===== config.mk =====
export PLATFORM = sky130hd
export DESIGN_NAME = intr_ctl
export DESIGN_NICKNAME = d
export VERILOG_FILES = /design/src/rtl/intr_pkg.sv /design/src/rtl/intr_op_decode.sv /design/src/rtl/intr_ret_seq.sv /design/src/rtl/intr_flag_regs.sv /design/src/rtl/intr_ctl.sv
export SDC_FILE = /design/constraint.sdc
export NUM_CORES = 1
export LEC_CHECK = 0
export BUFFER_PORTS_ARGS = -buffer_cell sky130_fd_sc_hd__buf_2
export CAP_MARGIN = 20
export CORE_AREA = 4 4 41 43
export CTS_BUF_LIST = sky130_fd_sc_hd__clkbuf_8 sky130_fd_sc_hd__clkbuf_16
export CTS_CLUSTER_DIAMETER = 100
export DETAILED_ROUTE_END_ITERATION = 6
export DIE_AREA = 0 0 45 47
export PLACE_DENSITY = 0.6
export RECOVER_POWER = 50
export SLEW_MARGIN = 20
export SYNTH_ARGS = -nofsm -noshare
export SYNTH_HDL_FRONTEND = slang
export SYNTH_SLANG_ARGS = --single-unit

===== constraint.sdc =====
create_clock -name clk -period 2.9 [get_ports clk]
set_input_delay 0.29 -clock clk [delete_from_list [all_inputs] [get_ports clk]]
set_output_delay 0.29 -clock clk [all_outputs]
set_load 0.02 [all_outputs]

===== src/rtl/intr_pkg.sv =====
package intr_pkg;
  localparam int MODE_W = 2;

  typedef enum logic {
    RET_MASKABLE = 1'b0,
    RET_NONMASK  = 1'b1
  } ret_kind_e;

  typedef struct packed {
    logic              set_en;
    logic              clr_en;
    logic              mode_wr;
    logic [MODE_W-1:0] mode_val;
    logic              ret_go;
    ret_kind_e         ret_kind;
  } insn_dec_t;
endpackage


===== src/rtl/intr_op_decode.sv =====
module intr_op_decode
  import intr_pkg::*;
#(
  parameter int OP_W = 8,
  parameter logic [OP_W-1:0] EN_CODE = 8'hFB,
  parameter logic [OP_W-1:0] DIS_CODE = 8'hF3
) (
  input  logic            valid,
  input  logic            prefixed,
  input  logic [OP_W-1:0] code,
  output insn_dec_t       dec
);
  // Extended group: top two bits 01, low three bits pick the class.
  logic grp01;
  logic is_mode_op;
  logic is_ret_op;

  assign grp01      = (code[7:6] == 2'b01);
  assign is_mode_op = grp01 && (code[2:0] == 3'b110);
  assign is_ret_op  = grp01 && (code[2:0] == 3'b101);

  always_comb begin
    dec = '0;
    if (valid) begin
      if (!prefixed) begin
        dec.set_en = (code == EN_CODE);
        dec.clr_en = (code == DIS_CODE);
      end else begin
        if (is_mode_op) begin
          dec.mode_wr = 1'b1;
          // Bit 5 is a don't-care alias bit; bits 4:3 select the mode.
          unique case (code[4:3])
            2'b10:   dec.mode_val = MODE_W'(1);
            2'b11:   dec.mode_val = MODE_W'(2);
            default: dec.mode_val = MODE_W'(0);
          endcase
        end
        if (is_ret_op) begin
          dec.ret_go   = 1'b1;
          dec.ret_kind = code[3] ? RET_MASKABLE : RET_NONMASK;
        end
      end
    end
  end

  assert_dec_exclusive_R9: assert final ($countones({dec.set_en, dec.clr_en, dec.mode_wr, dec.ret_go}) <= 1);
endmodule


===== src/rtl/intr_ret_seq.sv =====
module intr_ret_seq
  import intr_pkg::*;
(
  input  logic      clk,
  input  logic      rst_n,
  input  logic      start,
  input  ret_kind_e kind,
  input  logic      pop_ack,
  output logic      pop_req,
  output logic      restore
);
  typedef enum logic {S_IDLE, S_WAIT} seq_state_e;

  seq_state_e state_q;
  ret_kind_e  kind_q;

  always_ff @(posedge clk) begin
    if (!rst_n) begin
      state_q <= S_IDLE;
      kind_q  <= RET_MASKABLE;
    end else begin
      unique case (state_q)
        S_IDLE: if (start) begin
          state_q <= S_WAIT;
          kind_q  <= kind;
        end
        S_WAIT: if (pop_ack) state_q <= S_IDLE;
        default: state_q <= S_IDLE;
      endcase
    end
  end

  assign pop_req = (state_q == S_WAIT);
  assign restore = pop_req && pop_ack && (kind_q == RET_NONMASK);

  assert_req_held_R5: assert property (@(posedge clk) disable iff (!rst_n)
    pop_req && !pop_ack |=> pop_req);
  assert_req_drops_R5: assert property (@(posedge clk) disable iff (!rst_n)
    pop_req && pop_ack |=> !pop_req);
  assert_req_rise_R5: assert property (@(posedge clk) disable iff (!rst_n)
    $rose(pop_req) |-> $past(start));
endmodule


===== src/rtl/intr_flag_regs.sv =====
module intr_flag_regs
  import intr_pkg::*;
(
  input  logic              clk,
  input  logic              rst_n,
  input  logic              set_en,
  input  logic              clr_en,
  input  logic              restore,
  input  logic              mode_wr,
  input  logic [MODE_W-1:0] mode_val,
  input  logic              nmi_take,
  input  logic              irq_take,
  output logic              iff1,
  output logic              iff2,
  output logic [MODE_W-1:0] mode
);
  logic iff1_d;
  logic iff2_d;

  // Instruction effect first, then acceptance clears on top.
  always_comb begin
    iff1_d = iff1;
    iff2_d = iff2;
    if (set_en) begin
      iff1_d = 1'b1;
      iff2_d = 1'b1;
    end else if (clr_en) begin
      iff1_d = 1'b0;
      iff2_d = 1'b0;
    end else if (restore) begin
      iff1_d = iff2;
    end
    if (nmi_take) iff1_d = 1'b0;
    if (irq_take) begin
      iff1_d = 1'b0;
      iff2_d = 1'b0;
    end
  end

  always_ff @(posedge clk) begin
    if (!rst_n) begin
      iff1 <= 1'b0;
      iff2 <= 1'b0;
      mode <= '0;
    end else begin
      iff1 <= iff1_d;
      iff2 <= iff2_d;
      if (mode_wr) mode <= mode_val;
    end
  end

  assert_nmi_clears_R7: assert property (@(posedge clk) disable iff (!rst_n)
    nmi_take |=> !iff1);
  assert_nmi_keeps_shadow_R7: assert property (@(posedge clk) disable iff (!rst_n)
    nmi_take && !irq_take && !set_en && !clr_en |=> $stable(iff2));
  assert_irq_clears_R8: assert property (@(posedge clk) disable iff (!rst_n)
    irq_take |=> !iff1 && !iff2);
  assert_enable_R2: assert property (@(posedge clk) disable iff (!rst_n)
    set_en && !nmi_take && !irq_take |=> iff1 && iff2);
  assert_mode_hold_R9: assert property (@(posedge clk) disable iff (!rst_n)
    !mode_wr |=> $stable(mode));
endmodule


===== src/rtl/intr_ctl.sv =====
module intr_ctl
  import intr_pkg::*;
#(
  parameter int OP_W = 8
) (
  input  logic              clk,
  input  logic              rst_n,
  input  logic              insn_done,
  input  logic              insn_prefixed,
  input  logic [OP_W-1:0]   insn_code,
  input  logic              nmi_take,
  input  logic              irq_take,
  output logic              pop_req,
  input  logic              pop_ack,
  output logic              int_enabled,
  output logic              nmi_shadow,
  output logic [MODE_W-1:0] irq_mode
);
  insn_dec_t dec;
  logic      accept;
  logic      restore;

  // Retired instructions are ignored while a return pop is pending.
  assign accept = insn_done && !pop_req;

  intr_op_decode #(.OP_W(OP_W)) u_dec (
    .valid    (accept),
    .prefixed (insn_prefixed),
    .code     (insn_code),
    .dec      (dec)
  );

  intr_ret_seq u_seq (
    .clk     (clk),
    .rst_n   (rst_n),
    .start   (dec.ret_go),
    .kind    (dec.ret_kind),
    .pop_ack (pop_ack),
    .pop_req (pop_req),
    .restore (restore)
  );

  intr_flag_regs u_flags (
    .clk      (clk),
    .rst_n    (rst_n),
    .set_en   (dec.set_en),
    .clr_en   (dec.clr_en),
    .restore  (restore),
    .mode_wr  (dec.mode_wr),
    .mode_val (dec.mode_val),
    .nmi_take (nmi_take),
    .irq_take (irq_take),
    .iff1     (int_enabled),
    .iff2     (nmi_shadow),
    .mode     (irq_mode)
  );

  assert_busy_ignores_R10: assert property (@(posedge clk) disable iff (!rst_n)
    pop_req && !pop_ack && !nmi_take && !irq_take |=> $stable(int_enabled) && $stable(nmi_shadow) && $stable(irq_mode));
  assert_mode_legal_R4: assert property (@(posedge clk) disable iff (!rst_n)
    irq_mode != 2'd3);
endmodule


==> metrics.csv, run 1 <==
metric,value,unit
numCtsBuffers,3,
min_from,nmi_take,
drv_cap,0,
hpwl,698,µm
mostFrequentLayoutCell,buf_2,
clock_path_buffers,2,
worst_r2r_path_depth,3,
cts-resized-gates,0,
post-place-ws,1.59,ns
postLayoutSetupSlackWorst,1.63,ns
syn_area,332,µm²
finalCritPeriodShare,43.6,%
power.share.clock,54.0,%
fp.dieH,47,µm
synthXorXnorAreaFrac,0,%
holdWs,0.320,ns
dieArea,2120,µm²
finalPower,229,µW
wl_per_cell,11.6,µm
required,3.05,ns
grt_pass1_wl,1.39,mm
root_buffer,clkbuf_8,
synth_seq_cells,6,
numPortBuffers,19,
critPathCaptureType,flop,
clock-sinks,6,
tightest_slew,0.505,ns
worstSetupPathDepth,3,
intPower,184,µW
synth_fp_nets,49,
path_class,flop to flop,
grt_pass1_vias,334,
fillCellCount,152,
core-area,1300,µm²
p_per_area,476,nW/µm²
skew,0.00160,ns
clock_latency,0.22,ns
rr_startpoint,u_seq.pop_req$_SDFF_PN0_,
rrSetupSlack,1.63,ns
maxSlewHeadroom,66.0,%
rr_endpoint,u_seq.kind_q$_SDFFE_PN0P_,
yosys.area_share.simple,41.9,%
layout-drive-gt1-share,35.7,%
viasPerCell,4.46,
stdcell_count,71,
critPathLaunchType,flop,
min_to,u_flags.iff1$_SDFFE_PP0P_,
yosysSeqAreaShare,36.2,%
synth-warning-count,0,
crit_arrival,1.41,ns
crit_buf_inv,0,
cts_setup_buffers,0,
vias,317,
p_sw_share,19.7,%
synth_mux_area_share,15.5,%
grt_max_degree,9,
synthAdderAreaFrac,0,%
finalHoldViolCount,0,
antenna_cells,0,
start_util,25.5,%
ant_nets,0,
cp_cell_sequence,nand3b_4 > nor4_1 > mux2i_1,
slowest_delay,0.45,ns
setup_violations,0,
status,"complete, no violations",
syn_area_per_cell,9.75,µm²
path_clk_slew,0.04,ns
seq_power_share,36.5,%
synth-compound-area-share,5.28,%
combPwrFrac,9.5,%
min_period,1.27,ns
cts_tree,built,
drt_iter0_markers,2,
grt_antenna_before_repair,0,
drc,0,
cp_max_fo,4,
synthToLayoutAreaGrowth,44.9,%
postCtsHoldBufs,0,
globalplace.congestion,0.643,
rsz0062_at_grt,no,
fin_tns_setup,0,ns
synthDistinctLibCells,17,
fmax,790,MHz
row_count,13,
final_cell_mix,"14 x buf_2, 6 x dfxtp_1, 5 x nand2_1, 5 x clkbuf_1, 4 x mux2i_1",
vdd_drop_max,0.256,mV
path_delay_family,simple AND/OR/NAND/NOR gates,
firstDrtPassIters,2,
hold_path.class,input pin to flop,
min_path_cells,3,
place_inst,68,
die_w,45,µm
grt_usage,9.42,%
final_nets,73,
pin_count,20,
final_max_slew_viol_count,0,
wl,825,µm
synth_top_family_by_area,simple AND/OR/NAND/NOR gates,
critPathSlowestCell,nor4_1,
synthCells,34,
htreeDepth,1,
overflow,0,
p_leak,0.208,nW
switchingPower,45.1,µW
[registers in the layout, indices dropped and copies added, names as in the netlist]
register and flops:
u_seq.kind_q 1, u_flags.iff2 1, u_flags.mode 2, u_flags.iff1 1, u_seq.pop_req 1
[synthesized netlist by cell type, drive strengths merged]
master / instances / area [µm²]
inv: 1 / 3.75
nor3: 1 / 5.00
or4: 1 / 7.51
nor4: 1 / 6.26
nand2b: 1 / 6.26
dfxtp: 6 / 120
nor4b: 1 / 15.0
o21a: 1 / 7.51
o211a: 1 / 10.0
nand2: 5 / 18.8
nand4b: 1 / 8.76
nor2b: 3 / 18.8
mux2i: 4 / 40.0
mux2: 1 / 11.3
nand3: 2 / 10.0
nand3b: 4 / 42.5
[metal layers]
| metal | wire length (µm) | GRT usage (%) | vias up |
|---|---|---|---|
| met5 | 0 | 0 | - |
| met4 | 0 | 7.02 | 0 |
| met3 | 52 | 4.21 | 0 |
| met2 | 403 | 14.4 | 9 |
| met1 | 369 | 10.3 | 140 |
| li1 | - | - | 168 |
[worst max path at each step]
stage,from,endpoint
finish,u_seq.pop_req$_SDFF_PN0_,u_seq.kind_q$_SDFFE_PN0P_
global route,u_seq.pop_req$_SDFF_PN0_,u_seq.kind_q$_SDFFE_PN0P_
CTS,u_seq.pop_req$_SDFF_PN0_,u_seq.kind_q$_SDFFE_PN0P_
detailed placement,insn_code[7],u_seq.kind_q$_SDFFE_PN0P_
global placement,insn_code[7],u_seq.kind_q$_SDFFE_PN0P_
floorplan,u_seq.pop_req$_SDFF_PN0_,u_flags.iff1$_SDFFE_PP0P_
[worst reg2reg max path: cells and delay by family (launching register included)]
kind	cells	cell delay, ns
multiplexers	1	0.24
flip-flops	1	0.32
AND/OR/NAND/NOR	2	0.63
[per-stage QoR]
step | area, µm² | util [%]
global route | 480 | 36.9
detailed placement | 445 | 34.2
floorplan | 332 | -
global placement | 445 | 34.2
finish | 480 | 36.9
CTS | 487 | 37.4
[area by class of cell]
cell class              count  area (µm²)  share of cell area, %
clock buffers               3        41.3                   8.59
inverters                   1        3.75                  0.781
multi-input cells          27         208                   43.2
flip-flops and latches      6         120                   25.0
well taps                  15        18.8                   3.91
repair buffers             19        88.8                   18.5
[power by group through the flow]
stage / sequential [mW] / combinational [mW] / clock [mW]
finish: 0.0833 / 0.0217 / 0.124
global route: 0.0832 / 0.0242 / 0.133
CTS: 0.0833 / 0.0220 / 0.129
detailed placement: 0.0846 / 0.0219 / 0
global placement: 0.0846 / 0.0217 / 0
floorplan: 0.0847 / 0.00721 / 0
[cell families after synthesis]
logic type             count (synthesis)
and+or+nand+nor                       20
AOI/OAI and AO/OA                      2
buffers and inverters                  1
muxes                                  5
DFF                                    6
No activity file was read; power rests on OpenSTA's default activity.
==> run 2: changes to the inputs <==
--- a/config.mk
+++ b/config.mk
@@ -12,7 +12,7 @@
 export CTS_CLUSTER_DIAMETER = 100
 export DETAILED_ROUTE_END_ITERATION = 6
 export DIE_AREA = 0 0 45 47
-export PLACE_DENSITY = 0.6
+export PLACE_DENSITY = 0.62
 export RECOVER_POWER = 50
 export SLEW_MARGIN = 20
 export SYNTH_ARGS = -nofsm -noshare
==> constraint.sdc (replaced) <==
create_clock -name clk -period 1.1 [get_ports clk]
set_input_delay 0.11 -clock clk [delete_from_list [all_inputs] [get_ports clk]]
set_output_delay 0.11 -clock clk [all_outputs]
set_load 0.02 [all_outputs]
==> run 2 against run 1 <==
Cell count is 5.6% higher. Largest cell class unchanged. The run now ends with negative setup slack left. First-iteration DRC count rose to 4.5 times the previous value. Clock-buffer cell count unchanged. Largest power group unchanged. Global-route usage grew 0.32 points.
==> metrics.csv, run 2 (same netlist as run 1, synthesis figures left out) <==
metric,value,unit,change
cts_tree,built,,unchanged
dieArea,2120,µm²,unchanged
wl_per_cell,11.7,µm,was 11.6 µm
required,1.21,ns,was 3.05 ns
multi_input_area,208,µm²,unchanged
synthToLayoutAreaGrowth,55.5,%,was 44.9%
p_per_area,1170,nW/µm²,was 476 nW/µm²
htreeDepth,1,,unchanged
finalHoldViolCount,0,,unchanged
mostFrequentLayoutCell,buf_2,,unchanged
setup_violations,4,,was 0
grt_max_degree,9,,unchanged
path_class,flop to flop,,unchanged
crit_arrival,1.32,ns,was 1.41 ns
row_count,13,,unchanged
grt_antenna_before_repair,0,,unchanged
fmax,826,MHz,was 790 MHz
path_clk_slew,0.04,ns,about the same
skew,0.000712,ns,was 0.00160 ns
fin_tns_setup,-0.193,ns,was 0 ns
placed_area,477,µm²,was 445 µm²
fillCellCount,150,,was 152
drv_cap,0,,unchanged
min_period,1.21,ns,was 1.27 ns
finalCritPeriodShare,110,%,was 43.6%
p_leak,0.243,nW,was 0.208 nW
drt_iter0_markers,9,,was 2
pin_count,20,,unchanged
start_util,25.5,%,unchanged
core-area,1300,µm²,unchanged
firstDrtPassIters,3,,was 2
final_max_slew_viol_count,0,,unchanged
fp.dieH,47,µm,unchanged
critPathCaptureType,flop,,unchanged
maxSlewHeadroom,80.3,%,was 66.0%
grt_pass1_wl,1.41,mm,was 1.39 mm
grt_usage,9.75,%,was 9.42%
numCtsBuffers,3,,unchanged
top_register,u_flags.mode,,unchanged
hold_path.class,input pin to flop,,unchanged
rsz0062_at_grt,yes,,was no
globalplace.congestion,0.718,,was 0.643
grt_pass1_vias,338,,was 334
clock_path_buffers,2,,unchanged
status,finished with violations,,"was complete, no violations"
final_nets,77,,was 73
cts-resized-gates,0,,unchanged
numPortBuffers,19,,unchanged
root_buffer,clkbuf_8,,unchanged
vdd_drop_max,0.848,mV,was 0.256 mV
postLayoutSetupSlackWorst,-0.110,ns,was 1.63 ns
finalPower,605,µW,was 229 µW
largest_reg_flops,2,,unchanged
cp_max_fo,4,,unchanged
layout-drive-gt1-share,46.7,%,was 35.7%
postLayoutCellArea,515,µm²,was 480 µm²
vias,349,,was 317
critPathLaunchType,flop,,unchanged
die_w,45,µm,unchanged
regArea,121,µm²,was 120 µm²
clock-sinks,6,,unchanged
wl,877,µm,was 825 µm
antenna_cells,0,,unchanged
violations,negative setup slack,,
overflow,0,,unchanged
ant_nets,0,,unchanged
final_cell_mix,"17 x buf_2, 5 x nand2_1, 5 x dfxtp_1",,"was 14 x buf_2, 6 x dfxtp_1, 5 x nand2_1, 5 x clkbuf_1, 4 x mux2i_1"
drc,0,,unchanged
viasPerCell,4.65,,was 4.46
cts_setup_buffers,0,,unchanged
clock_latency,0.22,ns,about the same
tightest_slew,0.293,ns,was 0.505 ns
-- run 2: final timing paths --
kind | from | cells past startpoint | slack [ns] | end
setup reg to reg | u_seq.pop_req$_SDFF_PN0_ | 3 | -0.11 | u_flags.iff1$_SDFFE_PP0P_
setup / recovery | u_seq.pop_req$_SDFF_PN0_ | 3 | -0.11 | u_flags.iff1$_SDFFE_PP0P_
hold / removal | nmi_take | 3 | 0.15 | u_flags.iff1$_SDFFE_PP0P_
hold reg to reg | u_flags.mode[1]$_SDFFE_PN0P_ | 2 | 0.46 | u_flags.mode[1]$_SDFFE_PN0P_
-- run 2: per-stage QoR --
| stage | instances | setup slack [ns] | hold slack [ns] | util (%) |
|---|---|---|---|---|
| after global placement | 72 | -0.110 | 0.373 | 36.6 |
| after global routing | 75 | -0.162 | 0.163 | 39.6 |
| after floorplan | 34 | -0.146 | 0.227 | - |
| after detailed placement | 72 | -0.115 | 0.373 | 36.6 |
| after CTS | 75 | -0.115 | 0.154 | 39.8 |
| final | 75 | -0.110 | 0.153 | 39.6 |
-- run 2: per-layer routing --
layer,global-route usage (%),part of all wire [%],up-vias
met5,0,0,-
met4,5.26,0.46,0
met3,5.36,13,2
met2,14.4,42,16
met1,11.2,44,155
li1,-,-,176
-- run 2: critical path: stages, from the launching register on --
cell	delay, ns
dfxtp_2	0.31
nand3b_4	0.16
or4_1	0.50
o211a_1	0.13
-- run 2: layout make-up --
type	count	share of cell area, %
Multi-Input combinational cell	27	40.3
Clock buffer	3	8.01
Tap cell	15	3.64
Timing Repair Buffer	23	23.8
Inverter	1	0.728
Sequential cell	6	23.5
-- run 2: what timing repair did --
| item | in CTS | in global routing |
|---|---|---|
| endpoints found under the hold margin | 0 | 0 |
| setup endpoints to repair | 4 | 5 |
| hold buffers | 0 | 0 |
-- run 2: where the power goes --
| part | internal, mW | switching [mW] | leakage (nW) |
|---|---|---|---|
| combinational | 0.0327 | 0.0295 | 0.172 |
| sequential | 0.219 | 0.000266 | 0.0488 |
| clock | 0.235 | 0.0887 | 0.0216 |
| total | 0.487 | 0.118 | 0.243 |
==> run 3: changes to the inputs <==
--- a/config.mk
+++ b/config.mk
@@ -12,9 +12,10 @@
 export CTS_CLUSTER_DIAMETER = 100
 export DETAILED_ROUTE_END_ITERATION = 6
 export DIE_AREA = 0 0 45 47
-export PLACE_DENSITY = 0.62
+export PLACE_DENSITY = 0.65
 export RECOVER_POWER = 50
 export SLEW_MARGIN = 20
 export SYNTH_ARGS = -nofsm -noshare
 export SYNTH_HDL_FRONTEND = slang
+export SYNTH_HIERARCHICAL = 1
 export SYNTH_SLANG_ARGS = --single-unit
==> run 3 against run 2 <==
The flow still finishes with violations (negative setup slack). Area after synthesis up 10%. Via count rose by 9.7%. Clock power grew 6%. Final area increased by 10%. Hold slack worse by 0.099 ns. Die area unchanged. Worst setup slack lost 0.015 ns. Clock skew up 0.0038 ns. Critical endpoint is now u_flags/iff1$_SDFFE_PP0P_. Largest cell class unchanged.
==> metrics.csv, run 3 <==
metric,value,unit,change
setup_violations,4,,unchanged
postLayoutSetupSlackWorst,-0.125,ns,was -0.110 ns
p_leak,0.237,nW,was 0.243 nW
drv_cap,0,,unchanged
ant_nets,0,,unchanged
vdd_drop_max,0.683,mV,was 0.848 mV
syn_area_per_cell,9.37,µm²,was 9.75 µm²
fmax,817,MHz,was 826 MHz
stdcell_count,81,,was 75
yosys-top-cells-area,"dfxtp_1 33%, mux2i_1 11%, nor2b_1 6.8%",,"was dfxtp_1 36%, mux2i_1 12%, nand3b_1 6.8%"
critPathCaptureType,flop,,unchanged
p_per_area,1100,nW/µm²,was 1170 nW/µm²
htreeDepth,1,,unchanged
synth_edf_count,0,,unchanged
fp.dieH,47,µm,unchanged
viasPerCell,4.73,,was 4.65
synth_commonest_cells,"6 x dfxtp_1, 5 x nor3_1, 4 x mux2i_1, 4 x nor2b_1, 3 x nand2_1",,"was 6 x dfxtp_1, 5 x nand2_1, 4 x mux2i_1"
antenna_cells,0,,unchanged
synth_seq_cells,6,,unchanged
synth_async_sr_flop_share,0,%,unchanged
required,1.23,ns,was 1.21 ns
ys.flop_type,dfxtp_1,,unchanged
finalCritPeriodShare,111,%,was 110%
grt_pass1_wl,1.32,mm,was 1.41 mm
cts_setup_buffers,0,,unchanged
yosysSeqAreaShare,32.9,%,was 36.2%
row_count,13,,unchanged
drc,0,,unchanged
pin_count,20,,unchanged
violations,negative setup slack,,unchanged
syn_area,365,µm²,was 332 µm²
synthDistinctLibCells,18,,was 17
start_util,28.1,%,was 25.5%
skew,0.00452,ns,was 0.000712 ns
grt_usage,9.90,%,was 9.75%
top_register,u_flags/mode,,was u_flags.mode
mostFrequentLayoutCell,buf_2,,unchanged
hold_path.class,input pin to flop,,unchanged
largest_reg_flops,2,,unchanged
synthToLayoutAreaGrowth,55.5,%,about the same
overflow,0,,unchanged
wl,907,µm,was 877 µm
postCtsHoldBufs,0,,unchanged
clock_path_buffers,2,,unchanged
firstDrtPassIters,4,,was 3
cp_max_fo,3,,was 4
globalplace.congestion,0.712,,was 0.718
tightest_slew,0.254,ns,was 0.293 ns
crit_arrival,1.35,ns,was 1.32 ns
synthCells,39,,was 34
numCtsBuffers,3,,unchanged
synth-warning-count,6,,was 0
synth_top_area_share,32.9,%,was 36.2%
post-place-ws,-0.126,ns,was -0.115 ns
synth.most_common_cell,dfxtp_1,,unchanged
status,finished with violations,,unchanged
critPathLaunchType,flop,,unchanged
cts_tree,built,,unchanged
clock-sinks,6,,unchanged
grt_max_degree,7,,was 9
core-area,1300,µm²,unchanged
drt_iter0_markers,2,,was 9
grt_antenna_before_repair,0,,unchanged
clock_latency,0.23,ns,was 0.22 ns
path_clk_slew,0.04,ns,about the same
root_buffer,clkbuf_8,,unchanged
synth_fp_nets,54,,was 49
min_period,1.22,ns,was 1.21 ns
path_class,flop to flop,,unchanged
layout-drive-gt1-share,47.0,%,was 46.7%
finalHoldViolCount,0,,unchanged
synth_area_leader_cell,dfxtp_1,,unchanged
final_max_slew_viol_count,0,,unchanged
place_inst,77,,was 72
fin_tns_setup,-0.237,ns,was -0.193 ns
vias,383,,was 349
maxSlewHeadroom,83.1,%,was 80.3%
wl_per_cell,11.2,µm,was 11.7 µm
rsz0062_at_grt,yes,,unchanged
dieArea,2120,µm²,unchanged
grt_pass1_vias,331,,was 338
final_cell_mix,"17 x buf_2, 5 x dfxtp_1",,"was 17 x buf_2, 5 x nand2_1, 5 x dfxtp_1"
die_w,45,µm,unchanged
final_nets,82,,was 77
finalPower,625,µW,was 605 µW
numPortBuffers,19,,unchanged
## run 3: changes by cell type after synthesis, sizes merged, moves of 2 or more
cell,change
nor2b,+3
nand3b,-2
nor3,+4
nand3,-2
nand2,-2
nand4b,+2
nor2,+2
## run 3: worst paths after layout
kind                                to                      start  slack [ns]  cells after the start
max reg2reg  u_flags/iff1$_SDFFE_PP0P_   u_seq/pop_req$_SDFF_PN0_       -0.12                      5
max          u_flags/iff1$_SDFFE_PP0P_   u_seq/pop_req$_SDFF_PN0_       -0.12                      5
min          u_flags/iff1$_SDFFE_PP0P_                   nmi_take        0.05                      2
min reg2reg  u_seq/kind_q$_SDFFE_PN0P_  u_seq/kind_q$_SDFFE_PN0P_        0.46                      2
## run 3: where the power goes
part | switching, mW | total, mW | internal, mW | leakage, nW
combinational | 0.0295 | 0.0662 | 0.0367 | 0.161
sequential | 0.000209 | 0.217 | 0.217 | 0.0491
clock | 0.102 | 0.342 | 0.240 | 0.0269
## run 3: timing repair
item,in CTS,in global routing
resized for setup,1,0
endpoints found under the hold margin,0,0
setup endpoints to repair,5,5
pin swaps,2,2
## run 3: logic make-up after synthesis
| group | synth area share (%) |
|---|---|
| AND/OR/NAND/NOR | 47.6 |
| flip-flops | 32.9 |
| buffers and inverters | 1.03 |
| multiplexers | 11.0 |
| AO/OA/AOI/OAI | 7.53 |
## run 3: per-stage QoR
stage | util (%) | hold WS (ns) | area [µm²]
final | 43.7 | 0.0546 | 568
after global routing | 43.7 | 0.0517 | 568
after CTS | 43.8 | 0.0470 | 571
after detailed placement | 40.0 | 0.290 | 520
after global placement | 40.0 | 0.293 | 520
after floorplan | - | 0.189 | 377
## run 3: cell type report
cell class / instances / area, µm²
clock inverters: 1 / 3.75
multi-input cells: 32 / 254
fillers: 145 / 733
repair buffers: 23 / 123
inverters: 1 / 3.75
well taps: 15 / 18.8
flip-flops and latches: 6 / 124
clock buffers: 3 / 41.3
## run 3: layer usage
metal	share of wire [%]	vias to the layer above	global-route usage, %
met5	0	-	0
met4	3.7	0	10.5
met3	12	5	6.51
met2	38	17	12.4
met1	46	167	10.6
li1	-	194	-
## run 3: worst max-delay path, stage by stage (launching register included)
cell and delay [ns]:
dfxtp_4 0.34, nor2b_4 0.12, nand4b_1 0.14, nor3_2 0.15, inv_1 0.10, a2111oi_2 0.28
